[config.mk]
export PLATFORM = sky130hd
export DESIGN_NAME = rom_read_sequencer
export DESIGN_NICKNAME = d
export VERILOG_FILES = /design/src/rtl/rom_read_pkg.sv /design/src/rtl/rom_read_ctrl.sv /design/src/rtl/rom_read_dpath.sv /design/src/rtl/rom_read_sequencer.sv
export SDC_FILE = /design/constraint.sdc
export NUM_CORES = 1
export LEC_CHECK = 0
export ABC_AREA = 1
export BUFFER_PORTS_ARGS = -buffer_cell sky130_fd_sc_hd__buf_4
export CAP_MARGIN = 20
export CORE_MARGIN = 3
export CORE_UTILIZATION = 45
export CTS_CLUSTER_SIZE = 28
export DETAILED_ROUTE_END_ITERATION = 10
export GPL_TIMING_DRIVEN = 1
export PLACE_DENSITY = 0.78
export REMOVE_ABC_BUFFERS = 1
export SYNTH_ARGS = -nofsm -noshare
export SYNTH_HDL_FRONTEND = slang
export SYNTH_SLANG_ARGS = --single-unit
[constraint.sdc]
create_clock -name clk -period 1.7 [get_ports clk]
set_clock_uncertainty 0.1 [all_clocks]
set_input_delay 0.255 -clock clk [delete_from_list [all_inputs] [get_ports clk]]
set_output_delay 0.255 -clock clk [all_outputs]
set_load 0.01 [all_outputs]
[src/rtl/rom_read_pkg.sv]
package rom_read_pkg;

  typedef enum logic [1:0] {
    ST_IDLE   = 2'd0,
    ST_ACCESS = 2'd1,
    ST_FLOAT  = 2'd2
  } rdState_e;

  // strobes handed from control to datapath
  typedef struct packed {
    logic load;     // take request address
    logic ceOn;     // chip select active
    logic oeOn;     // output strobe active
    logic capture;  // latch memory word
  } rdStrobe_t;

  function automatic int accessNs(input int grade);
    case (grade)
      0: return 55;
      1: return 70;
      2: return 90;
      3: return 120;
      4: return 150;
      5: return 200;
      default: return 250;
    endcase
  endfunction

  function automatic int strobeNs(input int grade);
    case (grade)
      0, 1, 2: return 40;
      3: return 50;
      4: return 65;
      default: return 75;
    endcase
  endfunction

  function automatic int floatNs(input int grade);
    case (grade)
      0, 1, 2: return 25;
      3, 4: return 30;
      5: return 40;
      default: return 60;
    endcase
  endfunction

  // ceiling of time over period, plus one margin cycle
  function automatic int cyclesFor(input int ns, input int periodNs);
    return (ns + periodNs - 1) / periodNs + 1;
  endfunction

endpackage

[src/rtl/rom_read_ctrl.sv]
module rom_read_ctrl
  import rom_read_pkg::*;
#(
  parameter int SPEED_GRADE   = 0,
  parameter int CLK_PERIOD_NS = 4
) (
  input  logic      clk,
  input  logic      rstN,
  input  logic      reqValid,
  output logic      reqReady,
  output rdStrobe_t strb
);

  localparam int ACC_CYC  = cyclesFor(accessNs(SPEED_GRADE), CLK_PERIOD_NS);
  localparam int OE_CYC   = cyclesFor(strobeNs(SPEED_GRADE), CLK_PERIOD_NS);
  localparam int DF_CYC   = cyclesFor(floatNs(SPEED_GRADE), CLK_PERIOD_NS);
  localparam int OE_LEAD  = ACC_CYC - OE_CYC;
  localparam int MAX_CYC  = (ACC_CYC > DF_CYC) ? ACC_CYC : DF_CYC;
  localparam int CNT_W    = $clog2(MAX_CYC + 1);
  localparam logic [CNT_W-1:0] ACC_LAST = CNT_W'(ACC_CYC);
  localparam logic [CNT_W-1:0] DF_LAST  = CNT_W'(DF_CYC);
  localparam logic [CNT_W-1:0] OE_AFTER = CNT_W'(OE_LEAD);

  rdState_e         state;
  logic [CNT_W-1:0] cnt;

  always_ff @(posedge clk) begin
    if (!rstN) begin
      state <= ST_IDLE;
      cnt   <= '0;
    end else begin
      case (state)
        ST_IDLE: begin
          if (reqValid) begin
            state <= ST_ACCESS;
            cnt   <= CNT_W'(1);
          end
        end
        ST_ACCESS: begin
          if (cnt == ACC_LAST) begin
            state <= ST_FLOAT;
            cnt   <= CNT_W'(1);
          end else begin
            cnt <= cnt + CNT_W'(1);
          end
        end
        ST_FLOAT: begin
          if (cnt == DF_LAST) begin
            state <= ST_IDLE;
            cnt   <= '0;
          end else begin
            cnt <= cnt + CNT_W'(1);
          end
        end
        default: begin
          state <= ST_IDLE;
          cnt   <= '0;
        end
      endcase
    end
  end

  always_comb begin
    reqReady     = (state == ST_IDLE);
    strb.load    = (state == ST_IDLE) && reqValid;
    strb.ceOn    = (state == ST_ACCESS);
    strb.oeOn    = (state == ST_ACCESS) && (cnt > OE_AFTER);
    strb.capture = (state == ST_ACCESS) && (cnt == ACC_LAST);
  end

  AST_FLOAT_NO_STROBE: assert property (@(posedge clk) disable iff (!rstN)
    (state == ST_FLOAT) |-> (!strb.ceOn && !strb.oeOn && !strb.load));

endmodule

[src/rtl/rom_read_dpath.sv]
module rom_read_dpath
  import rom_read_pkg::*;
#(
  parameter int ADDR_W = 17,
  parameter int DATA_W = 16
) (
  input  logic              clk,
  input  logic              rstN,
  input  rdStrobe_t         strb,
  input  logic [ADDR_W-1:0] reqAddr,
  input  logic [DATA_W-1:0] romData,
  output logic [ADDR_W-1:0] romAddr,
  output logic              romCeN,
  output logic              romOeN,
  output logic              rdValid,
  output logic [DATA_W-1:0] rdData
);

  always_ff @(posedge clk) begin
    if (!rstN) begin
      romAddr <= '0;
      rdData  <= '0;
      rdValid <= 1'b0;
    end else begin
      if (strb.load)    romAddr <= reqAddr;
      if (strb.capture) rdData  <= romData;
      rdValid <= strb.capture;
    end
  end

  assign romCeN = ~strb.ceOn;
  assign romOeN = ~strb.oeOn;

  AST_ADDR_STABLE: assert property (@(posedge clk) disable iff (!rstN)
    (!romCeN && $past(!romCeN)) |-> $stable(romAddr));
  AST_CAPTURE_ENABLED: assert property (@(posedge clk) disable iff (!rstN)
    strb.capture |-> (strb.ceOn && strb.oeOn));
  AST_VALID_PULSE: assert property (@(posedge clk) disable iff (!rstN)
    rdValid |=> !rdValid);
  AST_VALID_RELEASED: assert property (@(posedge clk) disable iff (!rstN)
    rdValid |-> (romCeN && romOeN));

endmodule

[src/rtl/rom_read_sequencer.sv]
module rom_read_sequencer
  import rom_read_pkg::*;
#(
  parameter int ADDR_W        = 17,
  parameter int DATA_W        = 16,
  parameter int SPEED_GRADE   = 0,
  parameter int CLK_PERIOD_NS = 4
) (
  input  logic              clk,
  input  logic              rstN,
  input  logic              reqValid,
  input  logic [ADDR_W-1:0] reqAddr,
  output logic              reqReady,
  output logic              rdValid,
  output logic [DATA_W-1:0] rdData,
  output logic [ADDR_W-1:0] romAddr,
  output logic              romCeN,
  output logic              romOeN,
  input  logic [DATA_W-1:0] romData
);

  localparam int OE_LEAD = cyclesFor(accessNs(SPEED_GRADE), CLK_PERIOD_NS)
                         - cyclesFor(strobeNs(SPEED_GRADE), CLK_PERIOD_NS);

  rdStrobe_t strb;

  rom_read_ctrl #(
    .SPEED_GRADE  (SPEED_GRADE),
    .CLK_PERIOD_NS(CLK_PERIOD_NS)
  ) u_ctrl (
    .clk     (clk),
    .rstN    (rstN),
    .reqValid(reqValid),
    .reqReady(reqReady),
    .strb    (strb)
  );

  rom_read_dpath #(
    .ADDR_W(ADDR_W),
    .DATA_W(DATA_W)
  ) u_dpath (
    .clk    (clk),
    .rstN   (rstN),
    .strb   (strb),
    .reqAddr(reqAddr),
    .romData(romData),
    .romAddr(romAddr),
    .romCeN (romCeN),
    .romOeN (romOeN),
    .rdValid(rdValid),
    .rdData (rdData)
  );

  AST_OE_INSIDE_CE: assert property (@(posedge clk) disable iff (!rstN)
    !romOeN |-> !romCeN);
  AST_IDLE_STANDBY: assert property (@(posedge clk) disable iff (!rstN)
    reqReady |-> (romCeN && romOeN));
  AST_READY_AFTER_RELEASE: assert property (@(posedge clk) disable iff (!rstN)
    $rose(reqReady) |-> ($past(romCeN) && $past(romOeN)));

  generate
    if (OE_LEAD > 0) begin : g_lateStrobe
      AST_OE_LATE: assert property (@(posedge clk) disable iff (!rstN)
        $fell(romOeN) |-> $past(!romCeN));
    end
  endgenerate

endmodule

==> impl_metrics.ini, run 1 <==
[status]
status = complete, no violations

[floorplanning]
ios = 73
die_area_um2 = 4230
rows = 20
die_w_um = 65.1
die_height_um = 65.1
core_area_um2 = 3180
initial_core_util_pct = 49.4

[finish]
syn_to_final_growth_pct = 39.5
fin_cells = 316
regArea_um2 = 805
nFillCells = 281
diodes = 0
nets = 309
multi_input_area_um2 = 667
drive_gt1_share_pct = 36.4

[sta]
rsz0062_at_grt = false
finalHoldViolations = 0
slew_headroom_pct = 80.8
tightest_slew_ps = 289
setup_viol = 0
final_max_slew_viol_count = 0
fin_crit_sh_pct = 94.7
fmax_mhz = 621
setup_tns_ps = 0
period_needed_ps = 1610

[grt]
track_usage_pct = 19.5
antenna_found_initial = 0
overflow = 0
grt_pass1_vias = 1459
grt_max_degree = 36
grt_pass1_wl_um = 6310

[setup_path]
worstSetupPathType = register to primary output
start_kind = register
required_ps = 1340
r2r_cells = 7
critPathCaptureType = primary output
critPathArrivalTime_ps = 1250
crit_fanout = 3

[power_and_ir_drop]
p_int_w = 0.00128
pwr-share-seq_pct = 56.8
ir_worst_vdd_mv = 0.651
pwr-share-clk_pct = 27.4
combinationalPowerShare_pct = 15.8
p_sw_w = 0.000485
leakagePower_nw = 1.10
switching_share_pct = 27.5
power_per_cell_area_nw_per_um2 = 805

[route]
postRouteAntennaNets = 0
detail_route.vias_per_cell = 4.78
drtPass1Iterations = 4
wl_per_cell_um = 12.1
drc_errors = 0
postRouteWirelength_um = 3830
drt-initial-drc-count = 88
via_count = 1509

[yosys]
ys_warn_count = 0
synth.distinct_cells = 20
netlist_area_um2 = 1570
synth.ff_latch_count = 40
yosys.area.top_type = dfxtp_1
synthCells = 197
synth.avg_cell_area_um2 = 7.97
synth_top_cell_area_share_pct = 51.0
synthTopCellsByArea = dfxtp_1 51%, nor2_1 16%, o21ai_0 9.9%, nand2_1 3.6%, buf_6 2.9%
synth-seq-area-share_pct = 51.0

[cts]
cts_tree = built
clkTransAtPathRegs_ps = 120
clock-sinks = 40
clk_latency_ps = 360
cts_buffers = 5
cts_max_level = 2
cts_root_buf = clkbuf_4
clockBufferDepth = 2

[min_path]
hold_class = input port to register
holdPathStages = 3

[placed_design]
dp_hpwl_um = 2780
gp_congestion = 0.837
dp_cells = 307
portBuffers = 72

[job]
cap_violations = 0
-- per-layer routing --
layer	GRT usage [%]	vias to the layer above	wire (µm)
met4	9.33	0	75
li1	-	779	-
met5	0	-	0
met2	31.8	38	1870
met3	6.41	9	256
met1	23.1	683	1630
-- kinds of logic after synthesis --
logic type / synth area share (%)
AOI/OAI and AO/OA: 14.2
adders and majority gates: 1.59
buffers and inverters: 6.93
DFF: 51.0
and+or+nand+nor: 26.3
-- metrics by stage --
| step | instance area, µm² | hold WS [ps] | setup WS (ps) | total power [W] | util [%] |
|---|---|---|---|---|---|
| floorplan | 1510 | 281 | 368 | 0.00114 | - |
| global placement | 2120 | 377 | 224 | 0.00129 | 66.6 |
| detailed placement | 2120 | 384 | 199 | 0.00130 | 66.6 |
| CTS | 2180 | 2.66 | 23.8 | 0.00176 | 68.7 |
| global route | 2190 | 2.31 | 30.3 | 0.00183 | 68.9 |
| finish | 2190 | 3.97 | 90.6 | 0.00176 | 68.9 |
-- placed cells by master (no fill, tap or decap), drive strengths merged --
master	netlist	layout
a21oi	7	7
buf	5	74
clkbuf	2	5
clkinv	0	3
dfxtp	40	40
ha	2	2
inv	12	12
nand2	16	16
nand3	3	3
nand4	1	1
nor2	73	73
o21ai	36	36
-- synthesized netlist by cell type --
cell type  count
nor2_8         2
nand2_1       15
nor2_2         2
a21oi_1        5
clkbuf_1       2
o21ai_0       31
a21oi_2        2
nand4_1        1
nand2_4        1
o21ai_1        5
nor2_1        68
buf_6          4
ha_1           2
dfxtp_1       40
buf_1          1
nor2_4         1
inv_1          9
nand3_1        2
nand3_2        1
inv_4          3
-- state kept, by name, summed over array words and instances (netlist names) --
register / flops
u_dpath.rdData: 16
u_ctrl.state: 2
u_dpath.romAddr: 17
u_dpath.rdValid: 1
u_ctrl.cnt: 4
-- critical path: stages (launching register included) --
cell and delay [ps]:
dfxtp_2 340, inv_1 70, ha_2 200, o21ai_2 100
nand2_1 50, buf_4 130
-- worst paths after layout --
| kind | start | to | slack, ps |
|---|---|---|---|
| worst max-delay path | u_ctrl.cnt[0]$_SDFFE_PN0P_ | romOeN | 90 |
| worst min-delay path | reqAddr[9] | u_dpath.romAddr[9]$_SDFFE_PN0P_ | 4 |
| worst max register to register | u_ctrl.cnt[0]$_SDFFE_PN0P_ | u_dpath.rdData[1]$_SDFFE_PN0P_ | 170 |
| worst min register to register | u_dpath.romAddr[6]$_SDFFE_PN0P_ | u_dpath.romAddr[6]$_SDFFE_PN0P_ | 420 |
-- final cells by class --
| type | count | share of cell area (%) |
|---|---|---|
| flip-flops and latches | 40 | 36.7 |
| repair buffers | 74 | 25.4 |
| multi-input cells | 138 | 30.4 |
| clock buffers | 5 | 1.71 |
| well taps | 44 | 2.51 |
| clock inverters | 3 | 0.857 |
| inverters | 12 | 2.40 |
-- power by group through the flow --
stage	clock network (W)	logic [W]	registers, W
after floorplan	0	0.0000963	0.00104
after global placement	0	0.000269	0.00102
after detailed placement	0	0.000273	0.00102
after CTS	0.000482	0.000279	0.00100
after global routing	0.000518	0.000307	0.00101
final	0.000483	0.000278	0.00100
-- repair_timing --
item	4_1_cts	5_1_grt
resized for setup	3	3
setup endpoints to repair	1	1
buffers inserted	1	0
pin swaps	0	1
hold buffers	0	0
Note: power is estimated with default switching activity, not from simulation.
==> inputs of run 2 (changes only) <==
- PLACE_DENSITY: 0.78 -> 0.86
- SETUP_SLACK_MARGIN: unset -> 0.15
==> run 2 against run 1 <==
Effect of this change:
- utilization increased by 2.0 points
- count of clock-buffer cells in the layout increased by 1
- non-clock buffer count increased by 6
- wire length increased by 0.76%
- final cell count increased by 1.6%
- first-iteration DRC count increased by 5.7%
- setup slack improved by 76 ps
- fmax increased by 5.0%
- clock power decreased by 10%
- global-route usage decreased by 0.73 points
- critical path depth unchanged
- sequential share of layout area decreased by 0.93 points
- critical path type unchanged
==> impl_metrics.ini, run 2 (synthesis gave the netlist of run 1 again) <==
[status]
status = complete, no violations

[sta]
final_max_slew_viol_count = 0
setup_tns_ps = 0
period_needed_ps = 1530
slew_headroom_pct = 81.3
tightest_slew_ps = 281
fin_crit_sh_pct = 90.2
fmax_mhz = 652
rsz0062_at_grt = true
finalHoldViolations = 0
setup_viol = 0

[job]
cap_violations = 0

[floorplanning]
die_w_um = 65.1
core_area_um2 = 3180
rows = 20
die_area_um2 = 4230
die_height_um = 65.1
ios = 73
initial_core_util_pct = 49.4

[route]
drtPass1Iterations = 4
detail_route.vias_per_cell = 4.73
drc_errors = 0
drt-initial-drc-count = 93
via_count = 1517
wl_per_cell_um = 12.0
postRouteAntennaNets = 0
postRouteWirelength_um = 3860

[grt]
track_usage_pct = 18.8
antenna_found_initial = 0
grt_pass1_vias = 1380
overflow = 0
grt_pass1_wl_um = 6090
grt_max_degree = 36

[power_and_ir_drop]
power_per_cell_area_nw_per_um2 = 765
p_total_w = 0.00173
leakagePower_nw = 1.13
ir_worst_vdd_mv = 0.660

[cts]
cts_buffers = 5
cts_tree = built
clkTransAtPathRegs_ps = 110
clockBufferDepth = 2
cts_root_buf = clkbuf_4
clock-sinks = 40
cts_max_level = 2
cts_hold_buf = 0
clk_latency_ps = 330

[setup_path]
critPathCaptureType = primary output
worstSetupPathType = register to primary output
critPathArrivalTime_ps = 1180
r2r_cells = 7
start_kind = register
required_ps = 1340
crit_fanout = 2

[min_path]
hold_class = input port to register
holdPathStages = 3

[placed_design]
portBuffers = 72
dp_hpwl_um = 2730
gp_congestion = 0.848

[finish]
drive_gt1_share_pct = 39.0
nets = 315
final_cell_mix = 78 x buf_4, 68 x nor2_1, 35 x dfxtp_1, 30 x o21ai_0, 15 x nand2_1
top_register = u_dpath.romAddr
diodes = 0
final_core_util_pct = 70.9
nFillCells = 263
final_common_cell = buf_4
largest_reg_flops = 17
top_regs = u_dpath.romAddr (17), u_dpath.rdData (16), u_ctrl.cnt (4)
syn_to_final_growth_pct = 43.6
## run 2: path summary, 6_finish.rpt
path / start / slack (ps) / endpoint
max reg2reg: u_ctrl.cnt[0]$_SDFFE_PN0P_ / 240 / u_dpath.rdData[15]$_SDFFE_PN0P_
min: reqAddr[2] / 30 / u_dpath.romAddr[2]$_SDFFE_PN0P_
max: u_ctrl.cnt[0]$_SDFFE_PN0P_ / 170 / romOeN
min reg2reg: u_dpath.romAddr[15]$_SDFFE_PN0P_ / 420 / u_dpath.romAddr[15]$_SDFFE_PN0P_
## run 2: layout make-up
| type | instances | area (µm²) | share of cell area (%) |
|---|---|---|---|
| clock buffers | 6 | 41.3 | 1.83 |
| clock inverters | 1 | 5.00 | 0.222 |
| inverters | 12 | 52.6 | 2.33 |
| multi-input cells | 138 | 677 | 30.0 |
| flip-flops and latches | 40 | 807 | 35.8 |
| well taps | 44 | 55.1 | 2.44 |
| repair buffers | 80 | 617 | 27.4 |
## run 2: worst max-delay path: stages (launching register included)
cell	delay [ps]
dfxtp_2	360
inv_2	50
ha_4	150
o21ai_2	90
nand2_1	70
buf_6	120
## run 2: what timing repair did
item / CTS / global route
endpoints found under the hold margin: 0 / 0
gates resized for setup: 12 / 1
cloned: 0 / 0
endpoints found under the setup margin: 1 / 16
setup buffers: 7 / 1
pin swaps: 3 / 2
## run 2: per-stage QoR
step	instance area, µm²	hold slack (ps)	worst slack (ps)	instances
3_3_place_gp	2110	375	225	306
4_1_cts	2240	10.8	150	320
3_5_place_dp	2110	381	170	306
5_1_grt	2250	7.12	106	321
6_report	2250	29.0	167	321
2_1_floorplan	1510	281	368	190
## run 2: routing by layer
| layer | global-route usage (%) | wire, µm |
|---|---|---|
| met5 | 0 | 0 |
| met4 | 9.33 | 95 |
| met3 | 6.59 | 200 |
| met1 | 20.7 | 1570 |
| met2 | 31.9 | 2000 |
## run 2: where the power goes
group / switching (W) / internal, W
logic: 0.000138 / 0.000150
clock network: 0.000281 / 0.000153
registers: 0.0000242 / 0.000980
==> inputs of run 3 (changes only) <==
- CTS_BUF_LIST: unset -> sky130_fd_sc_hd__clkbuf_4 sky130_fd_sc_hd__clkbuf_8 sky130_fd_sc_hd__clkbuf_16
- MAX_ROUTING_LAYER: unset -> met4
==> run 3 against run 2 <==
Effect of this change:
- register-to-register slack barely moved
- final area is 0.17% higher
- final cell count unchanged
- flip-flop and latch count unchanged
==> impl_metrics.ini, run 3 (synthesis gave the netlist of run 1 again) <==
[setup_path]
critPathArrivalTime_ps = 1180
crit_family = flip-flops
critPathMaxStageDelay_ps = 360
required_ps = 1340
cp.buffers_inverters = 2
crit_fanout = 2
worstPathCellList = inv_2 -> ha_4 -> o21ai_2 -> nand2_1 -> buf_6
cp_slowest_cell = dfxtp_2
start_kind = register
critPathCaptureType = primary output
worstSetupPathType = register to primary output

[grt]
grt_max_degree = 36
overflow = 0
grt_pass1_wl_um = 6090
track_usage_pct = 19.4
antenna_found_initial = 0
grt_pass1_vias = 1385

[floorplanning]
core_area_um2 = 3180
rows = 20
die_height_um = 65.1
die_w_um = 65.1
initial_core_util_pct = 49.4
die_area_um2 = 4230
ios = 73

[placed_design]
dpl_worst_slack_ps = 170
portBuffers = 72
dp_hpwl_um = 2730
gp_congestion = 0.861

[power_and_ir_drop]
leakagePower_nw = 1.14
ir_worst_vdd_mv = 0.660
pwr-share-seq_pct = 57.5
combinationalPowerShare_pct = 16.5
power_per_cell_area_nw_per_um2 = 773
p_sw_w = 0.000447
p_int_w = 0.00130
pwr-share-clk_pct = 25.9
switching_share_pct = 25.6

[sta]
slew_headroom_pct = 81.5
finalHoldViolations = 0
fin_crit_sh_pct = 90.2
tightest_slew_ps = 278
rsz0062_at_grt = true
setup_tns_ps = 0
final_max_slew_viol_count = 0
setup_viol = 0
period_needed_ps = 1530
fmax_mhz = 652
fin_ws_ps = 166

[finish]
top_regs = u_dpath.romAddr (17), u_dpath.rdData (16), u_ctrl.cnt (4)
nets = 315
drive_gt1_share_pct = 39.4
largest_reg_flops = 17
nFillCells = 266
final_cell_mix = 78 x buf_4, 68 x nor2_1, 35 x dfxtp_1, 30 x o21ai_0, 15 x nand2_1
top_register = u_dpath.romAddr
final_common_cell = buf_4
diodes = 0
syn_to_final_growth_pct = 43.8

[route]
drtPass1Iterations = 4
postRouteWirelength_um = 3870
drc_errors = 0
via_count = 1518
drt-initial-drc-count = 98
wl_per_cell_um = 12.1
postRouteAntennaNets = 0
detail_route.vias_per_cell = 4.73

[cts]
clockBufferDepth = 2
cts_max_level = 2
clock-sinks = 40
cts_tree = built
clkTransAtPathRegs_ps = 110
cts_buffers = 5
cts_root_buf = clkbuf_4
clk_latency_ps = 340

[status]
status = complete, no violations

[job]
cap_violations = 0

[min_path]
hold_class = input port to register
run 3: cell counts in the layout (fill, tap and decap cells not counted):
Identical to the previous run, type by type.
run 3: power by group through the flow:
stage	clock network (W)	logic [W]	registers, W
finish	0.000452	0.000288	0.00100
global route	0.000510	0.000317	0.00101
CTS	0.000468	0.000286	0.00100
detailed placement	0	0.000266	0.00102
global placement	0	0.000263	0.00102
floorplan	0	0.0000963	0.00104
run 3: cell type report:
cell class	instances	area [µm²]	area share (%)
Tap cell	44	55.1	2.44
Clock buffer	6	45.0	1.99
Inverter	12	52.6	2.33
Clock inverter	1	5.00	0.222
Timing Repair Buffer	80	617	27.3
Sequential cell	40	807	35.7
Multi-Input combinational cell	138	677	30.0
run 3: timing repair:
item,in CTS,in global routing
setup endpoints to repair,1,16
setup buffers,7,1
pin swaps,3,2
hold buffers,0,0
resized for setup,12,1
run 3: per-layer routing:
| layer | part of all wire (%) | global-route usage, % | vias to the layer above |
|---|---|---|---|
| met5 | 0 | - | - |
| met4 | 2.8 | 9.33 | 0 |
| met3 | 4.7 | 6.59 | 9 |
| met2 | 51 | 31.8 | 40 |
| met1 | 41 | 21.2 | 681 |
| li1 | - | - | 788 |
run 3: path summary, 6_finish.rpt:
kind | startpoint | to | slack (ps) | cells after the start
setup / recovery | u_ctrl.cnt[0]$_SDFFE_PN0P_ | romOeN | 170 | 5
hold / removal | reqAddr[2] | u_dpath.romAddr[2]$_SDFFE_PN0P_ | 30 | 3
setup reg to reg | u_ctrl.cnt[0]$_SDFFE_PN0P_ | u_ctrl.cnt[0]$_SDFFE_PN0P_ | 240 | 7
hold reg to reg | u_dpath.romAddr[14]$_SDFFE_PN0P_ | u_dpath.romAddr[14]$_SDFFE_PN0P_ | 420 | 2
run 3: worst min-delay path, stage by stage:
cell and delay [ps]:
buf_4 80, nor2_1 30, nor2_1 80
run 3: through the flow:
step	instance area [µm²]	utilization [%]	hold WS, ps	power (W)	std cells
after CTS	2250	70.7	10.8	0.00176	320
final	2260	71.1	27.4	0.00174	321
after global routing	2260	71.1	2.44	0.00184	321
after global placement	2110	66.4	375	0.00129	306
after detailed placement	2110	66.4	381	0.00129	306
after floorplan	1510	-	281	0.00114	190
